--- src/rtl/dl_ser_pkg.sv ---
package dl_ser_pkg;
   typedef enum logic [1:0] {
      ACT_IDLE  = 2'd0,
      ACT_DATA  = 2'd1,
      ACT_STUFF = 2'd2
   } dl_act_e;

   function automatic int cnt_bits(input int max_val);
      return (max_val < 2) ? 1 : $clog2(max_val + 1);
   endfunction
endpackage

--- src/rtl/dl_hold_reg.sv ---
module dl_hold_reg #(
   parameter int W = 8
) (
   input  logic         clk,
   input  logic         rst_n,
   input  logic         wr_en,
   input  logic [W-1:0] wr_data,
   input  logic         byte_done,
   input  logic         irq_mask,
   output logic [W-1:0] hold_q,
   output logic         empty_q,
   output logic         irq_n
);
   always_ff @(posedge clk or negedge rst_n) begin
      if (!rst_n) begin
         hold_q  <= '0;
         empty_q <= 1'b0;
      end else begin
         if (wr_en) hold_q <= wr_data;
         if (wr_en)          empty_q <= 1'b0;
         else if (byte_done) empty_q <= 1'b1;
      end
   end

   assign irq_n = !(empty_q && irq_mask);

   a_r3_write_clears: assert property (@(posedge clk) disable iff (!rst_n)
      wr_en |=> !empty_q);
   a_r2_empty_on_done: assert property (@(posedge clk) disable iff (!rst_n)
      (byte_done && !wr_en) |=> empty_q);
endmodule

--- src/rtl/dl_zero_stuffer.sv ---
module dl_zero_stuffer #(
   parameter int RUN_LEN = 5,
   parameter bit ENABLE  = 1'b1
) (
   input  logic clk,
   input  logic rst_n,
   input  logic slot_stb,
   input  logic stuff_en,
   input  logic data_bit,
   output logic insert
);
   import dl_ser_pkg::*;
   localparam int CW = cnt_bits(RUN_LEN);

   generate
      if (ENABLE) begin : g_stuff
         logic [CW-1:0] run_q;
         assign insert = stuff_en && slot_stb && (run_q == CW'(RUN_LEN));

         always_ff @(posedge clk or negedge rst_n) begin
            if (!rst_n)                   run_q <= '0;
            else if (slot_stb) begin
               if (insert || !data_bit)   run_q <= '0;
               else if (run_q != CW'(RUN_LEN)) run_q <= run_q + 1'b1;
            end
         end

         a_r7_run_capped: assert property (@(posedge clk) disable iff (!rst_n)
            run_q <= CW'(RUN_LEN));
      end else begin : g_bypass
         assign insert = 1'b0;
      end
   endgenerate
endmodule

--- src/rtl/dl_shifter.sv ---
module dl_shifter #(
   parameter int W = 8
) (
   input  logic         clk,
   input  logic         rst_n,
   input  logic         advance,
   input  logic [W-1:0] hold_q,
   input  logic         mf_load_only,
   input  logic         mf_boundary,
   output logic         cur_bit,
   output logic         byte_done
);
   import dl_ser_pkg::*;
   localparam int IW = cnt_bits(W - 1);

   logic [W-1:0]  shift_q;
   logic [IW-1:0] idx_q;
   logic          load_ok;

   assign cur_bit   = shift_q[idx_q];
   assign byte_done = advance && (idx_q == IW'(W - 1));
   assign load_ok   = !mf_load_only || mf_boundary;

   always_ff @(posedge clk or negedge rst_n) begin
      if (!rst_n) begin
         shift_q <= '0;
         idx_q   <= '0;
      end else if (advance) begin
         if (byte_done) begin
            idx_q <= '0;
            if (load_ok) shift_q <= hold_q;
         end else begin
            idx_q <= idx_q + 1'b1;
         end
      end
   end

   a_r1_idx_frozen: assert property (@(posedge clk) disable iff (!rst_n)
      !advance |=> $stable(idx_q));
   a_r1_idx_range: assert property (@(posedge clk) disable iff (!rst_n)
      idx_q <= IW'(W - 1));
   a_r9_no_load_off_boundary: assert property (@(posedge clk) disable iff (!rst_n)
      (byte_done && mf_load_only && !mf_boundary) |=> $stable(shift_q));
endmodule

--- src/rtl/dl_byte_serializer.sv ---
module dl_byte_serializer #(
   parameter int W             = 8,
   parameter int RUN_LEN       = 5,
   parameter bit STUFF_SUPPORT = 1'b1
) (
   input  logic         clk,
   input  logic         rst_n,
   input  logic         wr_en,
   input  logic [W-1:0] wr_data,
   input  logic         irq_mask,
   input  logic         stuff_en,
   input  logic         mf_load_only,
   input  logic         mf_boundary,
   input  logic         slot_stb,
   output logic         tx_bit,
   output logic         empty_flag,
   output logic         irq_n
);
   import dl_ser_pkg::*;
   localparam int CW = cnt_bits(RUN_LEN);

   generate
      if (W < 2)       begin : g_bad_w   $error("W must be at least 2");       end
      if (RUN_LEN < 1) begin : g_bad_run $error("RUN_LEN must be at least 1"); end
   endgenerate

   logic    [W-1:0] hold_q;
   logic            cur_bit, byte_done, insert, tx_q;
   dl_act_e         act;

   assign act = !slot_stb ? ACT_IDLE : (insert ? ACT_STUFF : ACT_DATA);

   dl_hold_reg #(.W(W)) u_hold (
      .clk(clk), .rst_n(rst_n), .wr_en(wr_en), .wr_data(wr_data),
      .byte_done(byte_done), .irq_mask(irq_mask),
      .hold_q(hold_q), .empty_q(empty_flag), .irq_n(irq_n));

   dl_zero_stuffer #(.RUN_LEN(RUN_LEN), .ENABLE(STUFF_SUPPORT)) u_stuff (
      .clk(clk), .rst_n(rst_n), .slot_stb(slot_stb), .stuff_en(stuff_en),
      .data_bit(cur_bit), .insert(insert));

   dl_shifter #(.W(W)) u_shift (
      .clk(clk), .rst_n(rst_n), .advance(act == ACT_DATA), .hold_q(hold_q),
      .mf_load_only(mf_load_only), .mf_boundary(mf_boundary),
      .cur_bit(cur_bit), .byte_done(byte_done));

   always_ff @(posedge clk or negedge rst_n) begin
      if (!rst_n) tx_q <= 1'b0;
      else begin
         case (act)
            ACT_DATA:  tx_q <= cur_bit;
            ACT_STUFF: tx_q <= 1'b0;
            default:   tx_q <= tx_q;
         endcase
      end
   end
   assign tx_bit = tx_q;

   // checker: run of ones seen on the output pin
   logic          stb_d;
   logic [CW-1:0] chk_run;
   always_ff @(posedge clk or negedge rst_n) begin
      if (!rst_n) begin
         stb_d   <= 1'b0;
         chk_run <= '0;
      end else begin
         stb_d <= slot_stb;
         if (stb_d) begin
            if (!tx_q)                        chk_run <= '0;
            else if (chk_run != CW'(RUN_LEN)) chk_run <= chk_run + 1'b1;
         end
      end
   end

   a_r4_irq_needs_flag: assert property (@(posedge clk) disable iff (!rst_n)
      !irq_n |-> (empty_flag && irq_mask));
   a_r11_idle_stable: assert property (@(posedge clk) disable iff (!rst_n)
      !slot_stb |=> $stable(tx_bit));
   a_r6_zero_after_run: assert property (@(posedge clk) disable iff (!rst_n)
      (STUFF_SUPPORT && slot_stb && !stb_d && stuff_en && chk_run == CW'(RUN_LEN)) |=> !tx_bit);
endmodule

--- config.mk ---
export PLATFORM = sky130hd
export DESIGN_NAME = dl_byte_serializer
export DESIGN_NICKNAME = d
export VERILOG_FILES = /design/src/rtl/dl_ser_pkg.sv /design/src/rtl/dl_hold_reg.sv /design/src/rtl/dl_zero_stuffer.sv /design/src/rtl/dl_shifter.sv /design/src/rtl/dl_byte_serializer.sv
export SDC_FILE = /design/constraint.sdc
export NUM_CORES = 1
export LEC_CHECK = 0
export BUFFER_PORTS_ARGS = -buffer_cell sky130_fd_sc_hd__buf_2
export CORE_MARGIN = 2
export CORE_UTILIZATION = 40
export DETAILED_ROUTE_END_ITERATION = 8
export PLACE_DENSITY = 0.61
export SLEW_MARGIN = 5
export SYNTH_ARGS = -nofsm -noshare
export SYNTH_HDL_FRONTEND = slang
export SYNTH_HIERARCHICAL = 1
export SYNTH_SLANG_ARGS = --single-unit
export TNS_END_PERCENT = 30
--- constraint.sdc ---
create_clock -name clk -period 2.45 [get_ports clk]
set_clock_uncertainty 0.05 [all_clocks]
set_input_delay 0.1225 -clock clk [delete_from_list [all_inputs] [get_ports clk]]
set_output_delay 0.1225 -clock clk [all_outputs]
set_load 0.02 [all_outputs]
Word level (Yosys, flattened, before mapping). Cells that the tools add are included.

Add/sub/neg operators: 2. Magnitude comparators: 1. Eq/ne operators: 5. Multiplexer cells: 10. Reduce and logical (&&, ||, !) cells: 14.

Operator list (number): $mux W3 (3); $add A3 B1 Y3 const B (2); $eq A3 B3 Y1 const B (2); $reduce_bool A2 Y1 (3); $logic_and A1 B1 Y1 (4); $lt A3 B4 Y1 const B (1); $mux W2 (2); $bmux W1 S3 (1); $logic_not A1 Y1 (3); $mux W1 (3); $ne A3 B3 Y1 const B (1); $reduce_and A3 Y1 (1); $eq A2 B1 Y1 const B (1); $eq A2 B2 Y1 const B (1); $logic_or A1 B1 Y1 (2); $pmux W1 S2 (1); $reduce_and A2 Y1 (1).

Register bits: 24. Logic and storage cells: 38.

Logic depth before layout (Yosys ltp). Gate-level depths: netlist of run 1.

Word-level depth: 8. Mapped depth: 8. Gate-level depth less buffers: 8.

Cells and area by module. Netlist of run 1, hierarchy kept.

Modules (own cells, without submodules): dl_shifter (times used 1, cells an instance 33, area an instance 528.0 sq um, sequential area each 275.3 sq um); dl_hold_reg (times used 1, cells an instance 20, area an instance 370.4 sq um, sequential area each 225.2 sq um); dl_zero_stuffer (times used 1, cells an instance 23, area an instance 212.7 sq um, sequential area each 75.1 sq um); dl_byte_serializer (times used 1, cells an instance 4, area an instance 51.3 sq um, sequential area each 25.0 sq um).

Worst setup path after synthesis of run 1. No wires, ideal clock.

Path kind: register -> register. Start: reg u_stuff.g_stuff.run_q[0]. End: reg u_shift.shift_q[0]. Setup time: 125 ps. Arrival: 1716 ps. Required time: 2275 ps. Slack: 559 ps. Stages on the path, launching flop included: 8. Buffers on the path: 0. Clock period less this slack: 1891 ps. Path through: dfrtp_1 > ha_1 > nand2_1 > nor2_1 > nor2b_4 > and2_4 > a21boi_4 > mux2_2.

Cells in the longest elaborated chain, start to end: 7.

Ends and longest elaborated chain: from (decl) (line dl_zero_stuffer.sv:17) `logic [CW-1:0] run_q;`; from (signal assigned) (line dl_zero_stuffer.sv:24) `else if (run_q != CW'(RUN_LEN)) run_q <= run_q + 1'b1;`; $eq A3 B3 Y1 (line dl_zero_stuffer.sv:18) `assign insert = stuff_en && slot_stb && (run_q == CW'(RUN_LEN));`; $logic_and A1 B1 Y1 (line dl_zero_stuffer.sv:18); net insert (line dl_byte_serializer.sv:28) `logic cur_bit, byte_done, insert, tx_q;`; $mux W2 (2 in a row) (line dl_byte_serializer.sv:31) `assign act = !slot_stb ? ACT_IDLE : (insert ? ACT_STUFF : ACT_DATA);`; $eq A2 B1 Y1 (line dl_byte_serializer.sv:43) `.clk(clk), .rst_n(rst_n), .advance(act == ACT_DATA), .hold_q(hold_q),`; $logic_and A1 B1 Y1 (line dl_shifter.sv:21) `assign byte_done = advance && (idx_q == IW'(W - 1));`; net byte_done (line dl_byte_serializer.sv:28); $reduce_and A3 Y1 (no line); to (signal assigned) (line dl_shifter.sv:31) `if (load_ok) shift_q <= hold_q;`; to (decl) (line dl_shifter.sv:16) `logic [W-1:0] shift_q;`.

The timed path passes the listed nets, and every way through them passes these cells. A chain may end at the register's enable or synchronous reset.

Final worst setup path of run 1.
Start: reg u_stuff.g_stuff.run_q[0]. End: reg u_shift.shift_q[5].

The elaborated chain is that of the path after synthesis.

==> results of run 1 <==
cells in the mapped netlist (all sizes together):
cell | count | area (µm²)
a21boi | 1 | 18.77
a21o | 1 | 7.510
a21oi | 1 | 5.000
a22o | 1 | 8.760
a31oi | 1 | 6.260
and2 | 1 | 8.760
and4b | 1 | 11.26
buf | 1 | 11.26
dfrtp | 24 | 600.6
ha | 4 | 50.05
inv | 6 | 22.52
mux2 | 20 | 259.0
mux4 | 2 | 52.55
nand2 | 4 | 15.01
nand3 | 1 | 5.000
nand3b | 1 | 7.510
nand4b | 1 | 8.760
nor2 | 2 | 7.510
nor2b | 1 | 13.76
nor3 | 1 | 5.000
o21ai | 2 | 13.76
o21ba | 1 | 10.01
o21bai | 1 | 7.510
o22ai | 1 | 6.260
layer usage:
layer / track usage [%] / wire length [µm]
met1: 17.84 / 913
met2: 18.83 / 774
met3: 3.795 / 85
met4: 5.316 / 10
met5: 0 / 0
cell families (layout without fill, tap and decap cells):
family          count (synthesis)  count (layout)  synth area share, %
compound gates                 10              10                7.213
fa+ha+maj                       4               4                4.306
buf+inv                         7              37                2.906
flops                          24              24                51.67
mux                            22              22                26.80
simple gates                   13              13                7.104
worst min path at each step:
| stage | startpoint | end | slack (ns) | cells after the start |
|---|---|---|---|---|
| final | slot_stb | u_stuff/g_stuff.run_q[0] | 0.09 | 2 |
| after global routing | slot_stb | u_stuff/g_stuff.run_q[0] | 0.09 | 2 |
| after CTS | slot_stb | u_stuff/g_stuff.run_q[0] | 0.08 | 2 |
| after detailed placement | rst_n | u_hold/hold_q[2] | 0.08 | 1 |
| after global placement | rst_n | u_hold/hold_q[3] | 0.08 | 1 |
| after floorplan | rst_n | tx_bit | -0.22 | 0 |
layout make-up:
type	instances	area (µm²)	area share, %
sequential	24	600.6	42.22
clock inverter	1	30.03	2.111
timing repair buffer	27	180.2	12.66
tap	31	38.79	2.726
clock buffer	3	22.52	1.583
multi-input combinational	49	528.0	37.12
inverter	6	22.52	1.583
worst max-delay path: stages (launching register included):
cell and delay (ns):
sky130_fd_sc_hd__dfrtp_1 0.43, sky130_fd_sc_hd__ha_1 0.26, sky130_fd_sc_hd__nand2_1 0.14, sky130_fd_sc_hd__nor2_1 0.09, sky130_fd_sc_hd__nor2b_4 0.17, sky130_fd_sc_hd__and2_4 0.17
sky130_fd_sc_hd__a21boi_4 0.30, sky130_fd_sc_hd__mux2_2 0.37
power breakdown:
group	total (mW)	internal [mW]	leakage, nW	switching, mW
Combinational	0.414	0.247	0.366	0.166
Clock	0.288	0.165	0.0279	0.122
Sequential	0.596	0.517	0.295	0.0794
Total	1.30	0.930	0.689	0.368
what timing repair did:
| action | CTS | global route |
|---|---|---|
| endpoints found under the setup margin | 0 | 0 |
| hold buffers | 9 | 0 |
| endpoints found under the hold margin | 32 | 0 |
flip-flops by register name (all words and copies together), names as in the netlist:
register               cells
u_hold/hold_q              8
u_shift/shift_q            8
u_shift/idx_q              3
u_stuff/g_stuff.run_q      3
tx_bit                     1
u_hold/empty_q             1
stage by stage:
| stage | hold slack [ns] | std cells |
|---|---|---|
| 2_1_floorplan | -0.2231 | 80 |
| 3_3_place_gp | 0.07919 | 128 |
| 3_5_place_dp | 0.07778 | 128 |
| 4_1_cts | 0.08061 | 141 |
| 5_1_grt | 0.08697 | 141 |
| 6_report | 0.08848 | 141 |
==> impl_metrics.ini, run 1 <==
[placement]
post_detailed_placement_cell_area_mm2 = 0.001280
gp_congestion = 0.8959
dp_hpwl_mm = 1.357
dp_worst_setup_slack_ns = 0.3978
io_buf_count = 18

[power_and_ir_drop]
irDropWorstVdd_mv = 0.5465
power.density_mw_per_mm2 = 912.2
total_power_mw = 1.298
total_leakage_power_nw = 0.6892

[job]
drv_cap = 0

[global_routing]
antenna_found_initial = 0
grt_residual_overflow = 0
grt_first_pass_wirelength_mm = 3.243
grt_start_max_net_pins = 25
grt_usage_pct = 12.83
grt_pass1_vias = 687

[floorplan]
initial_core_util_pct = 42.15
fp.dieH_um = 57.91
width_of_the_die_um = 57.91
row_count = 19
floorplan.core_area_mm2 = 0.002758
die-area_mm2 = 0.003353
num_io_pins = 19

[drt]
remaining_drc_errors = 0
average_routed_wire_per_standard_cell_um = 12.65
route.detailed.vias_per_inst = 4.830
detailedRoute.firstIterationViolations = 6
routed_wirelength_mm = 1.783
route.vias.total = 681
detailedRoute.firstPassIterationCount = 2
ant_nets = 0

[clock_network]
cts_max_path_buffers = 2
ctsRootBufferMaster = sky130_fd_sc_hd__clkbuf_4
ctsResizeCount = 0
cts_inserted_buffers = 3
postCtsSetupRepairBufs = 0
tritoncts_clock_tree = done
clkLatencyLatePin_ns = 0.32
cts.clk_slew.worst_paths_ns = 0.13
h_tree_levels = 1
clock_sinks = 24

[synthesis]
post_synth.cell_area_avg_um2 = 14.53
ys_types = 26
post_synth_inst_count = 80
yosysWarningCount = 6
synthesized_net_count = 100
synthesis.area_mm2 = 0.001162
ys_seq_area_share_pct = 51.67
synth_seq_cells = 24

[worst_setup_path]
critPathLaunch = u_stuff/g_stuff.run_q[0]
r2r.worst_path.cells = 7
endpoint_kind = flip-flop
reg2reg_to = u_shift/shift_q[5]
criticalPathCategory = reg -> reg
peak_fanout_along_the_critical_path = 8
worstSetupEndpoint = u_shift/shift_q[5]
required_arrival_time_at_the_worst_endpoint_ns = 2.61
critPathLaunchType = flip-flop
reg2reg_slack_ns = 0.38
crit_arrival_ns = 2.23
timing.rr.start = u_stuff/g_stuff.run_q[0]

[timing]
tns_ns = 0
slew_viol_final = 0
tightest_slew_ns = 0.5167
period_needed_ns = 2.072
post-route-worst-setup-slack_ns = 0.3783
final_clock_period_utilization_by_the_worst_path_pct = 84.56
timing.max_slew.rel_slack_pct = 65.56
finalSetupViolCount = 0
timing_hold_violations_final = 0
fmax_ghz = 0.4827
rsz_0062_raised_after_global_routing = false

[cells_and_area]
final_common_cell = sky130_fd_sc_hd__dfrtp_1
finish.utilization_pct = 51.59
num-nets-final = 131
area.growth.synth_to_final_pct = 22.39
layout.filler_cells = 239
final_cell_mix = sky130_fd_sc_hd__dfrtp_1, sky130_fd_sc_hd__buf_2, sky130_fd_sc_hd__mux2_2
n_antenna_cell = 0
post_route_cells_drive_above_1_share_pct = 43.64
design_area_mm2 = 0.001423

[outcome]
result_of_the_run = completed

[min_path]
worst_hold_path_type = in -> reg
Power figures use the tool's default switching activity.
==> inputs of run 2 (changes only) <==
- ABC_AREA: not set -> 1
- PLACE_DENSITY: 0.61 -> 0.63
- clock period: 2.45 -> 1.9 ns (I/O delays scaled with it)
==> run 2 against run 1 <==
- via count up 35%
- global-route usage is 1.4 points higher
- maximum frequency up 21%
- die area grew 1.7%
- critical endpoint unchanged
- largest cell class unchanged
- largest power group unchanged
- highest routed layer unchanged
==> impl_metrics.ini, run 2 <==
[cells_and_area]
n_antenna_cell = 0
top_regs = u_hold/hold_q (8), u_shift/shift_q (8)
num-nets-final = 193
instances_no_fill = 203
finish.utilization_pct = 52.14
area.growth.synth_to_final_pct = 22.52
layout.filler_cells = 252
final_cell_mix = sky130_fd_sc_hd__nand2_1, sky130_fd_sc_hd__dfrtp_1, sky130_fd_sc_hd__inv_1, sky130_fd_sc_hd__buf_2, sky130_fd_sc_hd__nor2_1
final_common_cell = sky130_fd_sc_hd__nand2_1
post_route_cells_drive_above_1_share_pct = 23.84
design_area_mm2 = 0.001450

[drt]
detailedRoute.firstPassIterationCount = 4
detailedRoute.firstIterationViolations = 29
average_routed_wire_per_standard_cell_um = 10.00
routed_wirelength_mm = 2.030
route.vias.total = 919
remaining_drc_errors = 0
route.detailed.vias_per_inst = 4.527
ant_nets = 0

[floorplan]
floorplan.core_area_mm2 = 0.002781
initial_core_util_pct = 42.56
width_of_the_die_um = 58.40
num_io_pins = 19
fp.dieH_um = 58.40
die-area_mm2 = 0.003410
row_count = 19

[synthesis]
yosysWarningCount = 6
synth_common_cells = sky130_fd_sc_hd__nand2_1, sky130_fd_sc_hd__dfrtp_1, sky130_fd_sc_hd__inv_1
synth_area_leader_cell = sky130_fd_sc_hd__dfrtp_1
synthesis.area_mm2 = 0.001184
ys_types = 17
post_synth.cell_area_avg_um2 = 8.395
yosys_most_used_dff = sky130_fd_sc_hd__dfrtp_1
number_of_enable_flip_flop_cells_after_synthesis = 0
netlist_top_cells_area = sky130_fd_sc_hd__dfrtp_1, sky130_fd_sc_hd__nand2_1, sky130_fd_sc_hd__a21oi_2, sky130_fd_sc_hd__inv_1, sky130_fd_sc_hd__ha_1
synth_seq_cells = 24
post-synth-top-area-fraction_pct = 50.74
synthesized_net_count = 161
synth.most_common_cell = sky130_fd_sc_hd__nand2_1
async_reset_ff_share_pct = 100.0
ys_seq_area_share_pct = 50.74
post_synth_inst_count = 141

[global_routing]
grt_usage_pct = 14.23
antenna_found_initial = 0
grt_residual_overflow = 0
grt_start_max_net_pins = 25
grt_first_pass_wirelength_mm = 3.691
gr-max-usage-layer = met2
grt.met3_usage_pct = 3.956
grt_pass1_vias = 905
grt_use_met1_pct = 17.09
met2_track_usage_gr_pct = 24.88

[placement]
io_buf_count = 18
placedCellCount = 189
dp_hpwl_mm = 1.462
post_detailed_placement_cell_area_mm2 = 0.001297
gp_congestion = 0.7797
dp_worst_setup_slack_ns = 0.2079

[worst_setup_path]
critPathLaunchType = flip-flop
peak_fanout_along_the_critical_path = 16
criticalPathCategory = reg -> reg
crit_arrival_ns = 1.86
endpoint_kind = flip-flop
required_arrival_time_at_the_worst_endpoint_ns = 2.05

[min_path]
worst_hold_path_type = in -> reg

[clock_network]
h_tree_levels = 1
tritoncts_clock_tree = done
cts_inserted_buffers = 3
ctsResizeCount = 0
clkLatencyLatePin_ns = 0.31
ctsRootBufferMaster = sky130_fd_sc_hd__clkbuf_4
cts.clk_slew.worst_paths_ns = 0.13
cts_max_path_buffers = 2
clock_sinks = 24

[timing]
slew_viol_final = 0
timing.max_slew.rel_slack_pct = 64.72
tns_ns = 0
finalHoldWorstSlack_ns = 0.006805
finalSetupViolCount = 0
rsz_0062_raised_after_global_routing = false
timing_hold_violations_final = 0
period_needed_ns = 1.707
post-route-worst-setup-slack_ns = 0.1933
final_clock_period_utilization_by_the_worst_path_pct = 89.83
fmax_ghz = 0.5859
tightest_slew_ns = 0.5273

[job]
drv_cap = 0

[outcome]
result_of_the_run = completed

[power_and_ir_drop]
power.density_mw_per_mm2 = 1179
total_power_mw = 1.710
total_leakage_power_nw = 0.7891
irDropWorstVdd_mv = 0.8203
## run 2: cell count changes after synthesis, sizes merged, moves of 2 or more
cell   previous run  this run
a21oi             1         8
inv               6        21
mux2             20         0
mux4              2         0
nand2             4        52
nand3             1         8
nand4             0         2
nor2              2        13
o21ai             2         5
## run 2: worst paths after layout
check                           slack [ns]  cells after the start                  endpoint                startpoint
worst max-delay path                  0.19                      9        u_shift/shift_q[5]  u_stuff/g_stuff.run_q[0]
worst min-delay path                 0.007                      3                    tx_bit                  slot_stb
worst max register to register        0.19                      9        u_shift/shift_q[5]  u_stuff/g_stuff.run_q[0]
worst min register to register        0.44                      2          u_hold/hold_q[1]          u_hold/hold_q[1]
max in group asynchronous             1.24                      2  u_stuff/g_stuff.run_q[0]                     rst_n
min in group asynchronous             0.21                      2          u_shift/idx_q[2]                     rst_n
## run 2: layer usage
metal | share of wire [%] | up-vias
li1 | - | 494
met3 | 2.7 | 2
met5 | 0 | -
met2 | 49 | 14
met1 | 47 | 409
met4 | 0.89 | 0
## run 2: cells by family after synthesis
group / after synthesis / synth area share [%]
flops: 24 / 50.74
compound gates: 13 / 8.986
fa+ha+maj: 4 / 4.228
simple gates: 75 / 26.32
buf+inv: 24 / 8.984
xor+xnor: 1 / 0.7401
## run 2: report_power, final
group	switching (mW)	internal, mW	leakage (nW)
sequential	0.0922	0.671	0.285
clock	0.156	0.213	0.0279
combinational	0.340	0.238	0.476
## run 2: critical path, cell delays in order, from the launching register on
cell and delay (ns):
sky130_fd_sc_hd__dfrtp_1 0.44, sky130_fd_sc_hd__ha_1 0.23, sky130_fd_sc_hd__nand2_2 0.11, sky130_fd_sc_hd__nor2_1 0.07
sky130_fd_sc_hd__nor2_1 0.15, sky130_fd_sc_hd__nand2_1 0.10, sky130_fd_sc_hd__inv_2 0.08, sky130_fd_sc_hd__o21ai_4 0.15
sky130_fd_sc_hd__nor2_1 0.18, sky130_fd_sc_hd__a21oi_2 0.04
## run 2: what timing repair did
action,4_1_cts,5_1_grt
hold buffers,10,0
endpoints found under the hold margin,33,0
setup buffers,0,0
## run 2: cell type report
type	instances	area [µm²]	share of cell area, %
clock buffer	3	22.52	1.553
inverter	22	83.83	5.781
multi-input combinational	93	476.7	32.87
sequential	24	600.6	41.42
tap	31	38.79	2.675
timing repair buffer	29	197.7	13.63
clock inverter	1	30.03	2.071
